File: config.mk
export PLATFORM = sky130hd
export DESIGN_NAME = unlock_seq_decoder
export DESIGN_NICKNAME = d
export VERILOG_FILES = /design/src/rtl/unlock_seq_pkg.sv /design/src/rtl/unlock_cmd_match.sv /design/src/rtl/unlock_load_timer.sv /design/src/rtl/unlock_id_rom.sv /design/src/rtl/unlock_seq_decoder.sv
export SDC_FILE = /design/constraint.sdc
export NUM_CORES = 1
export LEC_CHECK = 0
export BUFFER_PORTS_ARGS = -buffer_cell sky130_fd_sc_hd__buf_2
export CELL_PAD_IN_SITES_DETAIL_PLACEMENT = 1
export CELL_PAD_IN_SITES_GLOBAL_PLACEMENT = 1
export CORE_MARGIN = 1
export CORE_UTILIZATION = 38
export DETAILED_ROUTE_END_ITERATION = 7
export GPL_TIMING_DRIVEN = 0
export PLACE_DENSITY_LB_ADDON = 0.1
export SYNTH_ARGS = -nofsm -noshare
export SYNTH_HDL_FRONTEND = slang
export SYNTH_SLANG_ARGS = --single-unit
File: constraint.sdc
create_clock -name clk -period 5.1 [get_ports clk]
set_clock_uncertainty 0.05 [all_clocks]
set_input_delay 1.02 -clock clk [delete_from_list [all_inputs] [get_ports clk]]
set_output_delay 1.02 -clock clk [all_outputs]
set_load 0.05 [all_outputs]
File: src/rtl/unlock_seq_pkg.sv
package unlock_seq_pkg;
    localparam int CMD_W = 15;
    localparam logic [CMD_W-1:0] CMD_ADDR_A = 15'h5555;
    localparam logic [CMD_W-1:0] CMD_ADDR_B = 15'h2AAA;
    localparam logic [7:0] KEY_FIRST   = 8'hAA;
    localparam logic [7:0] KEY_SECOND  = 8'h55;
    localparam logic [7:0] OP_PROT_ON  = 8'hA0;
    localparam logic [7:0] OP_LONG     = 8'h80;
    localparam logic [7:0] OP_ID_EXIT  = 8'hF0;
    localparam logic [7:0] OP_PROT_OFF = 8'h20;
    localparam logic [7:0] OP_ERASE    = 8'h10;
    localparam logic [7:0] OP_ID_ENTER = 8'h60;

    typedef enum logic [2:0] {
        ST_IDLE,
        ST_C1,
        ST_C2,
        ST_C3,
        ST_C4,
        ST_C5,
        ST_LOAD
    } seq_state_e;
endpackage

File: src/rtl/unlock_cmd_match.sv
module unlock_cmd_match
    import unlock_seq_pkg::*;
#(
    parameter int ADDR_W = 17
) (
    input  logic [ADDR_W-1:0] addr,
    input  logic [7:0]        data,
    output logic              hit_first,
    output logic              hit_second,
    output logic              at_cmd_a
);
    logic [CMD_W-1:0] low;
    logic             unused_hi;

    assign low       = addr[CMD_W-1:0];
    assign unused_hi = ^addr[ADDR_W-1:CMD_W];

    assign at_cmd_a   = (low == CMD_ADDR_A);
    assign hit_first  = at_cmd_a && (data == KEY_FIRST);
    assign hit_second = (low == CMD_ADDR_B) && (data == KEY_SECOND);
endmodule

File: src/rtl/unlock_load_timer.sv
module unlock_load_timer #(
    parameter int LOAD_TIMEOUT = 15000
) (
    input  logic clk,
    input  logic rst_n,
    input  logic in_load,
    input  logic wr_en,
    output logic expire
);
    localparam int CNT_W = (LOAD_TIMEOUT > 2) ? $clog2(LOAD_TIMEOUT) : 1;
    localparam logic [CNT_W-1:0] CNT_LAST = CNT_W'(LOAD_TIMEOUT - 1);

    logic [CNT_W-1:0] cnt_q;

    always_ff @(posedge clk or negedge rst_n) begin
        if (!rst_n) begin
            cnt_q <= '0;
        end else if (!in_load || wr_en) begin
            cnt_q <= '0;
        end else if (cnt_q != CNT_LAST) begin
            cnt_q <= cnt_q + 1'b1;
        end
    end

    assign expire = in_load && !wr_en && (cnt_q == CNT_LAST);
endmodule

File: src/rtl/unlock_id_rom.sv
module unlock_id_rom #(
    parameter int         ADDR_W   = 17,
    parameter logic [7:0] MFR_CODE = 8'hDA,
    parameter logic [7:0] DEV_CODE = 8'hC1
) (
    input  logic              clk,
    input  logic              rst_n,
    input  logic              rd_en,
    input  logic              id_mode,
    input  logic [ADDR_W-1:0] rd_addr,
    output logic [7:0]        id_data
);
    always_ff @(posedge clk or negedge rst_n) begin
        if (!rst_n) begin
            id_data <= 8'h00;
        end else if (rd_en && id_mode) begin
            if (rd_addr == ADDR_W'(0)) begin
                id_data <= MFR_CODE;
            end else if (rd_addr == ADDR_W'(1)) begin
                id_data <= DEV_CODE;
            end else begin
                id_data <= 8'h00;
            end
        end else begin
            id_data <= 8'h00;
        end
    end
endmodule

File: src/rtl/unlock_seq_decoder.sv
module unlock_seq_decoder
    import unlock_seq_pkg::*;
#(
    parameter int         ADDR_W       = 17,
    parameter int         LOAD_TIMEOUT = 15000,
    parameter logic [7:0] MFR_CODE     = 8'hDA,
    parameter logic [7:0] DEV_CODE     = 8'hC1
) (
    input  logic              clk,
    input  logic              rst_n,
    input  logic              nv_clr_n,
    input  logic              wr_en,
    input  logic [ADDR_W-1:0] wr_addr,
    input  logic [7:0]        wr_data,
    input  logic              rd_en,
    input  logic [ADDR_W-1:0] rd_addr,
    output logic              prot_on,
    output logic              erase_start,
    output logic              id_mode,
    output logic [7:0]        id_data,
    output logic              pass_wr
);
    seq_state_e st_q, st_d;
    logic prot_q, prot_d;
    logic idm_q, idm_d;
    logic pass_d, erase_d;
    logic hit_first, hit_second, at_cmd_a, expire;

    unlock_cmd_match #(.ADDR_W(ADDR_W)) u_match (
        .addr       (wr_addr),
        .data       (wr_data),
        .hit_first  (hit_first),
        .hit_second (hit_second),
        .at_cmd_a   (at_cmd_a)
    );

    unlock_load_timer #(.LOAD_TIMEOUT(LOAD_TIMEOUT)) u_timer (
        .clk     (clk),
        .rst_n   (rst_n),
        .in_load (st_q == ST_LOAD),
        .wr_en   (wr_en),
        .expire  (expire)
    );

    unlock_id_rom #(
        .ADDR_W   (ADDR_W),
        .MFR_CODE (MFR_CODE),
        .DEV_CODE (DEV_CODE)
    ) u_rom (
        .clk     (clk),
        .rst_n   (rst_n),
        .rd_en   (rd_en),
        .id_mode (idm_q),
        .rd_addr (rd_addr),
        .id_data (id_data)
    );

    // State register (volatile: cleared by the power-on reset)
    always_ff @(posedge clk or negedge rst_n) begin
        if (!rst_n) begin
            st_q <= ST_IDLE;
        end else begin
            st_q <= st_d;
        end
    end

    // Next state and output decode
    always_comb begin
        st_d    = st_q;
        prot_d  = prot_q;
        idm_d   = idm_q;
        pass_d  = 1'b0;
        erase_d = 1'b0;
        if (wr_en) begin
            unique case (st_q)
                ST_IDLE: begin
                    if (hit_first) st_d = ST_C1;
                    else           pass_d = !prot_q;
                end
                ST_C1, ST_C4: begin
                    if (hit_second) begin
                        st_d = (st_q == ST_C1) ? ST_C2 : ST_C5;
                    end else begin
                        st_d   = ST_IDLE;
                        pass_d = !prot_q;
                    end
                end
                ST_C3: begin
                    if (hit_first) begin
                        st_d = ST_C4;
                    end else begin
                        st_d   = ST_IDLE;
                        pass_d = !prot_q;
                    end
                end
                ST_C2: begin
                    st_d = ST_IDLE;
                    if (at_cmd_a && wr_data == OP_PROT_ON) begin
                        prot_d = 1'b1;
                        st_d   = ST_LOAD;
                    end else if (at_cmd_a && wr_data == OP_LONG) begin
                        st_d = ST_C3;
                    end else if (at_cmd_a && wr_data == OP_ID_EXIT) begin
                        idm_d = 1'b0;
                    end else begin
                        pass_d = !prot_q;
                    end
                end
                ST_C5: begin
                    st_d = ST_IDLE;
                    if (at_cmd_a && wr_data == OP_PROT_OFF) begin
                        prot_d = 1'b0;
                    end else if (at_cmd_a && wr_data == OP_ERASE) begin
                        erase_d = 1'b1;
                    end else if (at_cmd_a && wr_data == OP_ID_ENTER) begin
                        idm_d = 1'b1;
                    end else begin
                        pass_d = !prot_q;
                    end
                end
                ST_LOAD: begin
                    pass_d = 1'b1;
                end
                default: st_d = ST_IDLE;
            endcase
        end else if (expire) begin
            st_d = ST_IDLE;
        end
    end

    // Registered outputs (volatile part)
    always_ff @(posedge clk or negedge rst_n) begin
        if (!rst_n) begin
            idm_q       <= 1'b0;
            pass_wr     <= 1'b0;
            erase_start <= 1'b0;
        end else begin
            idm_q       <= idm_d;
            pass_wr     <= pass_d;
            erase_start <= erase_d;
        end
    end

    // Retained protection flag: untouched by rst_n
    always_ff @(posedge clk or negedge nv_clr_n) begin
        if (!nv_clr_n) begin
            prot_q <= 1'b0;
        end else begin
            prot_q <= prot_d;
        end
    end

    assign prot_on = prot_q;
    assign id_mode = idm_q;
endmodule

==> results_dict.tcl <==
set metrics [dict create \
    synth_area_leaders "dfrtp_1 38%, nor2_1 6.2%, xor2_1 3.3%, nor4bb_1 3.2%, nand2_1 3.1%" \
    outcome "finished, final reports clean" \
    cts_root_buf "clkbuf_8" \
    synth_compound_area_share_pct 12.1 \
    clk_pin_slew_ns 0.08 \
    post-synth-top-area-cell "dfrtp_1" \
    rrSetupSlack_ns 3.12 \
    core_um2 4000 \
    cp-endpoint "st_q[0]$_DFFE_PN0P_" \
    grt_overflow 0 \
    ctsHoldBuffers 0 \
    synth-seq-area-share_pct 37.9 \
    hold_class "in -> async" \
    synth_xor_area_share_pct 5.52 \
    grt_pass1_vias 1591 \
    critical_path_class "in -> reg" \
    cts_max_level 1 \
    r2r-start "u_timer.cnt_q[0]$_DFFE_PN0N_" \
    cpMaxStageDelayCell "nor4_2" \
    avgSynthCellArea_um2 8.62 \
    crit_path_end_kind "flop" \
    grt_setup_unrepaired "false" \
    synth.distinct_cells 51 \
    synthAdderAreaFrac_pct 0.789 \
    synth-seq-cells 24 \
    fmax_mhz 411 \
    area_growth_pct 25.4 \
    die_y_um 66.6 \
    avgViaCountPerCell 5.52 \
    fillers 507 \
    synth.most_common_cell "nor2_1" \
    drtAntennaViolNets 0 \
    cts_setup_buffers 0 \
    portBuffers 53 \
    synth_area_um2 1590 \
    synth_top_family_by_area "simple AND/OR/NAND/NOR gates" \
    multi_input_area_um2 908 \
    grt_max_degree 24 \
    startpoint "wr_addr[5]" \
    track_usage_pct 21.3 \
    gp_congestion 0.808 \
    tns_ns 0 \
    crit_required_ns 5.23 \
    yosys.area_share.simple_pct 37.7 \
    first_pass_iters 4 \
    power_density_nw_per_um2 215 \
    max_slew.worst_pin.slew_ns 0.529 \
    rr_endpoint "st_q[2]$_DFFE_PN0P_" \
    power.total_w 0.000427 \
    slew_violations 0 \
    clockBufferDepth 2 \
    drc_errors 0 \
    fin_crit_sh_pct 47.7 \
    fin_crit_ns 2.43 \
    reg2reg_depth 7 \
    grt_antenna_before_repair 0 \
    die_area_um2 4440 \
    leakage_nw 0.863 \
    muxShareOfSynthArea_pct 0.631 \
    critPathTopFamily "simple AND/OR/NAND/NOR gates" \
    cts.sinks 24 \
    row_count 23 \
    cts_buffers 3 \
    insertion_delay_ns 0.27 \
    place_hpwl_mm 3.42 \
    die_x_um 66.6 \
    path_cells "buf_2, nor4bb_1, nand3_1, nor4_2, a31oi_1, o32ai_1" \
    cap_violations 0 \
    regArea_um2 601 \
    cts_resized 0 \
    synth_commonest_cells "26 x nor2_1, 24 x dfrtp_1, 13 x nand2_1" \
    drt_iter0_drc 105 \
    grt_pass1_wl_mm 7.19 \
    critPathBufInv 1 \
    vias 1613 \
    slew_headroom_pct 64.4 \
    cts_tree "built" \
    initial_core_util_pct 39.7 \
    arrival_ns 2.56 \
    synthCells 184 \
    drive_above_1_share_pct 28.5 \
    synth_flop_cell "dfrtp_1" \
    io_pins 59 \
    setup_violations 0 \
    routed_wl_mm 4.26 \
    vdd_drop_max_v 0.0000954 \
    yosysWarnings 0 \
    synth_edf_count 0 \
    nets 291 \
    antennaDiodeCount 0 \
    synth_top_area_share_pct 37.9 \
    cp_max_fo 5 \
    worstSetupStartpointType "input port" \
    cp_num_cells 6 \
    wl_per_cell_um 14.6 \
    post-route-util_pct 49.7 \
    async_reset_ff_share_pct 100 \
    slowest_delay_ns 0.51 \
    final_hold_viol_count 0 \
]
[worst register-to-register path: stages, from the launching register on]
cell and delay [ns]:
dfrtp_1 0.39, ha_1 0.26, nand4bb_1 0.11, or4_1 0.39, clkbuf_2 0.17, or2_0 0.23
a21oi_1 0.15, o22ai_1 0.09
[state kept, by name (all words and copies together) (netlist names)]
name           cells
erase_start        1
id_mode            1
pass_wr            1
prot_on            1
st_q               3
u_rom.id_data      3
u_timer.cnt_q     14
[where the power goes]
part	total, W	switching (W)	internal [W]
Combinational	0.0000640	0.0000379	0.0000261
Clock	0.000170	0.0000648	0.000105
Sequential	0.000194	0.000000708	0.000193
[per-layer routing]
| layer | wire, µm | up-vias | global-route usage, % |
|---|---|---|---|
| met5 | 0 | - | 0 |
| met4 | 49 | 0 | 6.38 |
| met3 | 214 | 5 | 3.77 |
| met2 | 1910 | 49 | 33.8 |
| met1 | 2090 | 767 | 29.1 |
| li1 | - | 792 | - |
[worst min-delay path by stage]
stage / from / to
after global placement: id_mode$_DFFE_PN0P_ / id_mode$_DFFE_PN0P_
after global routing: nv_clr_n / prot_on$_DFFE_PN0P_
after CTS: nv_clr_n / prot_on$_DFFE_PN0P_
after detailed placement: id_mode$_DFFE_PN0P_ / id_mode$_DFFE_PN0P_
after floorplan: u_timer.cnt_q[1]$_DFFE_PN0N_ / u_timer.cnt_q[1]$_DFFE_PN0N_
final: nv_clr_n / prot_on$_DFFE_PN0P_
[kinds of logic after synthesis]
family	Yosys count
muxes	1
xor gates and xnor gates	10
and+or+nand+nor	101
DFF	24
adders and majority gates	1
buffers and inverters	16
AOI/OAI and AO/OA	30
other	1
[final cells by class]
class / count / area share, %
Buffer: 12 / 3.33
Clock buffer: 3 / 2.08
Clock inverter: 1 / 1.51
Inverter: 4 / 0.755
Multi-Input combinational cell: 145 / 45.7
Sequential cell: 24 / 30.2
Tap cell: 50 / 3.14
Timing Repair Buffer: 53 / 13.3
[through the flow]
stage | worst slack, ns | area [µm²] | instances | hold slack [ns]
after CTS | 2.69 | 1990 | 292 | 0.449
final | 2.67 | 1990 | 292 | 0.458
after global routing | 2.38 | 1990 | 292 | 0.436
after detailed placement | 2.39 | 1920 | 288 | 0.485
after global placement | 2.38 | 1920 | 288 | 0.479
after floorplan | 2.66 | 1590 | 185 | 0.455
[placed cells by master (no fill, tap or decap), types with 2 or more instances in the layout]
| master | n |
|---|---|
| dfrtp_1 | 24 |
| nor3_1 | 6 |
| and2_1 | 2 |
| nand2_1 | 13 |
| nor4_1 | 4 |
| or3_1 | 2 |
| o21ai_0 | 7 |
| a21oi_1 | 7 |
| and3_1 | 6 |
| o211ai_1 | 2 |
| nand2b_1 | 2 |
| conb_1 | 2 |
| xnor2_1 | 4 |
| nor2_1 | 26 |
| o31ai_1 | 2 |
| buf_4 | 5 |
| a31oi_1 | 3 |
| nand3_1 | 8 |
| clkbuf_1 | 5 |
| o32ai_1 | 2 |
| inv_1 | 4 |
| buf_2 | 54 |
| nor4bb_1 | 5 |
| nand4_1 | 6 |
| xor2_1 | 6 |
| nor3b_1 | 3 |
| or4_1 | 3 |
| clkbuf_8 | 3 |
| nand4bb_1 | 2 |
No activity file was read; power rests on OpenSTA's default activity.
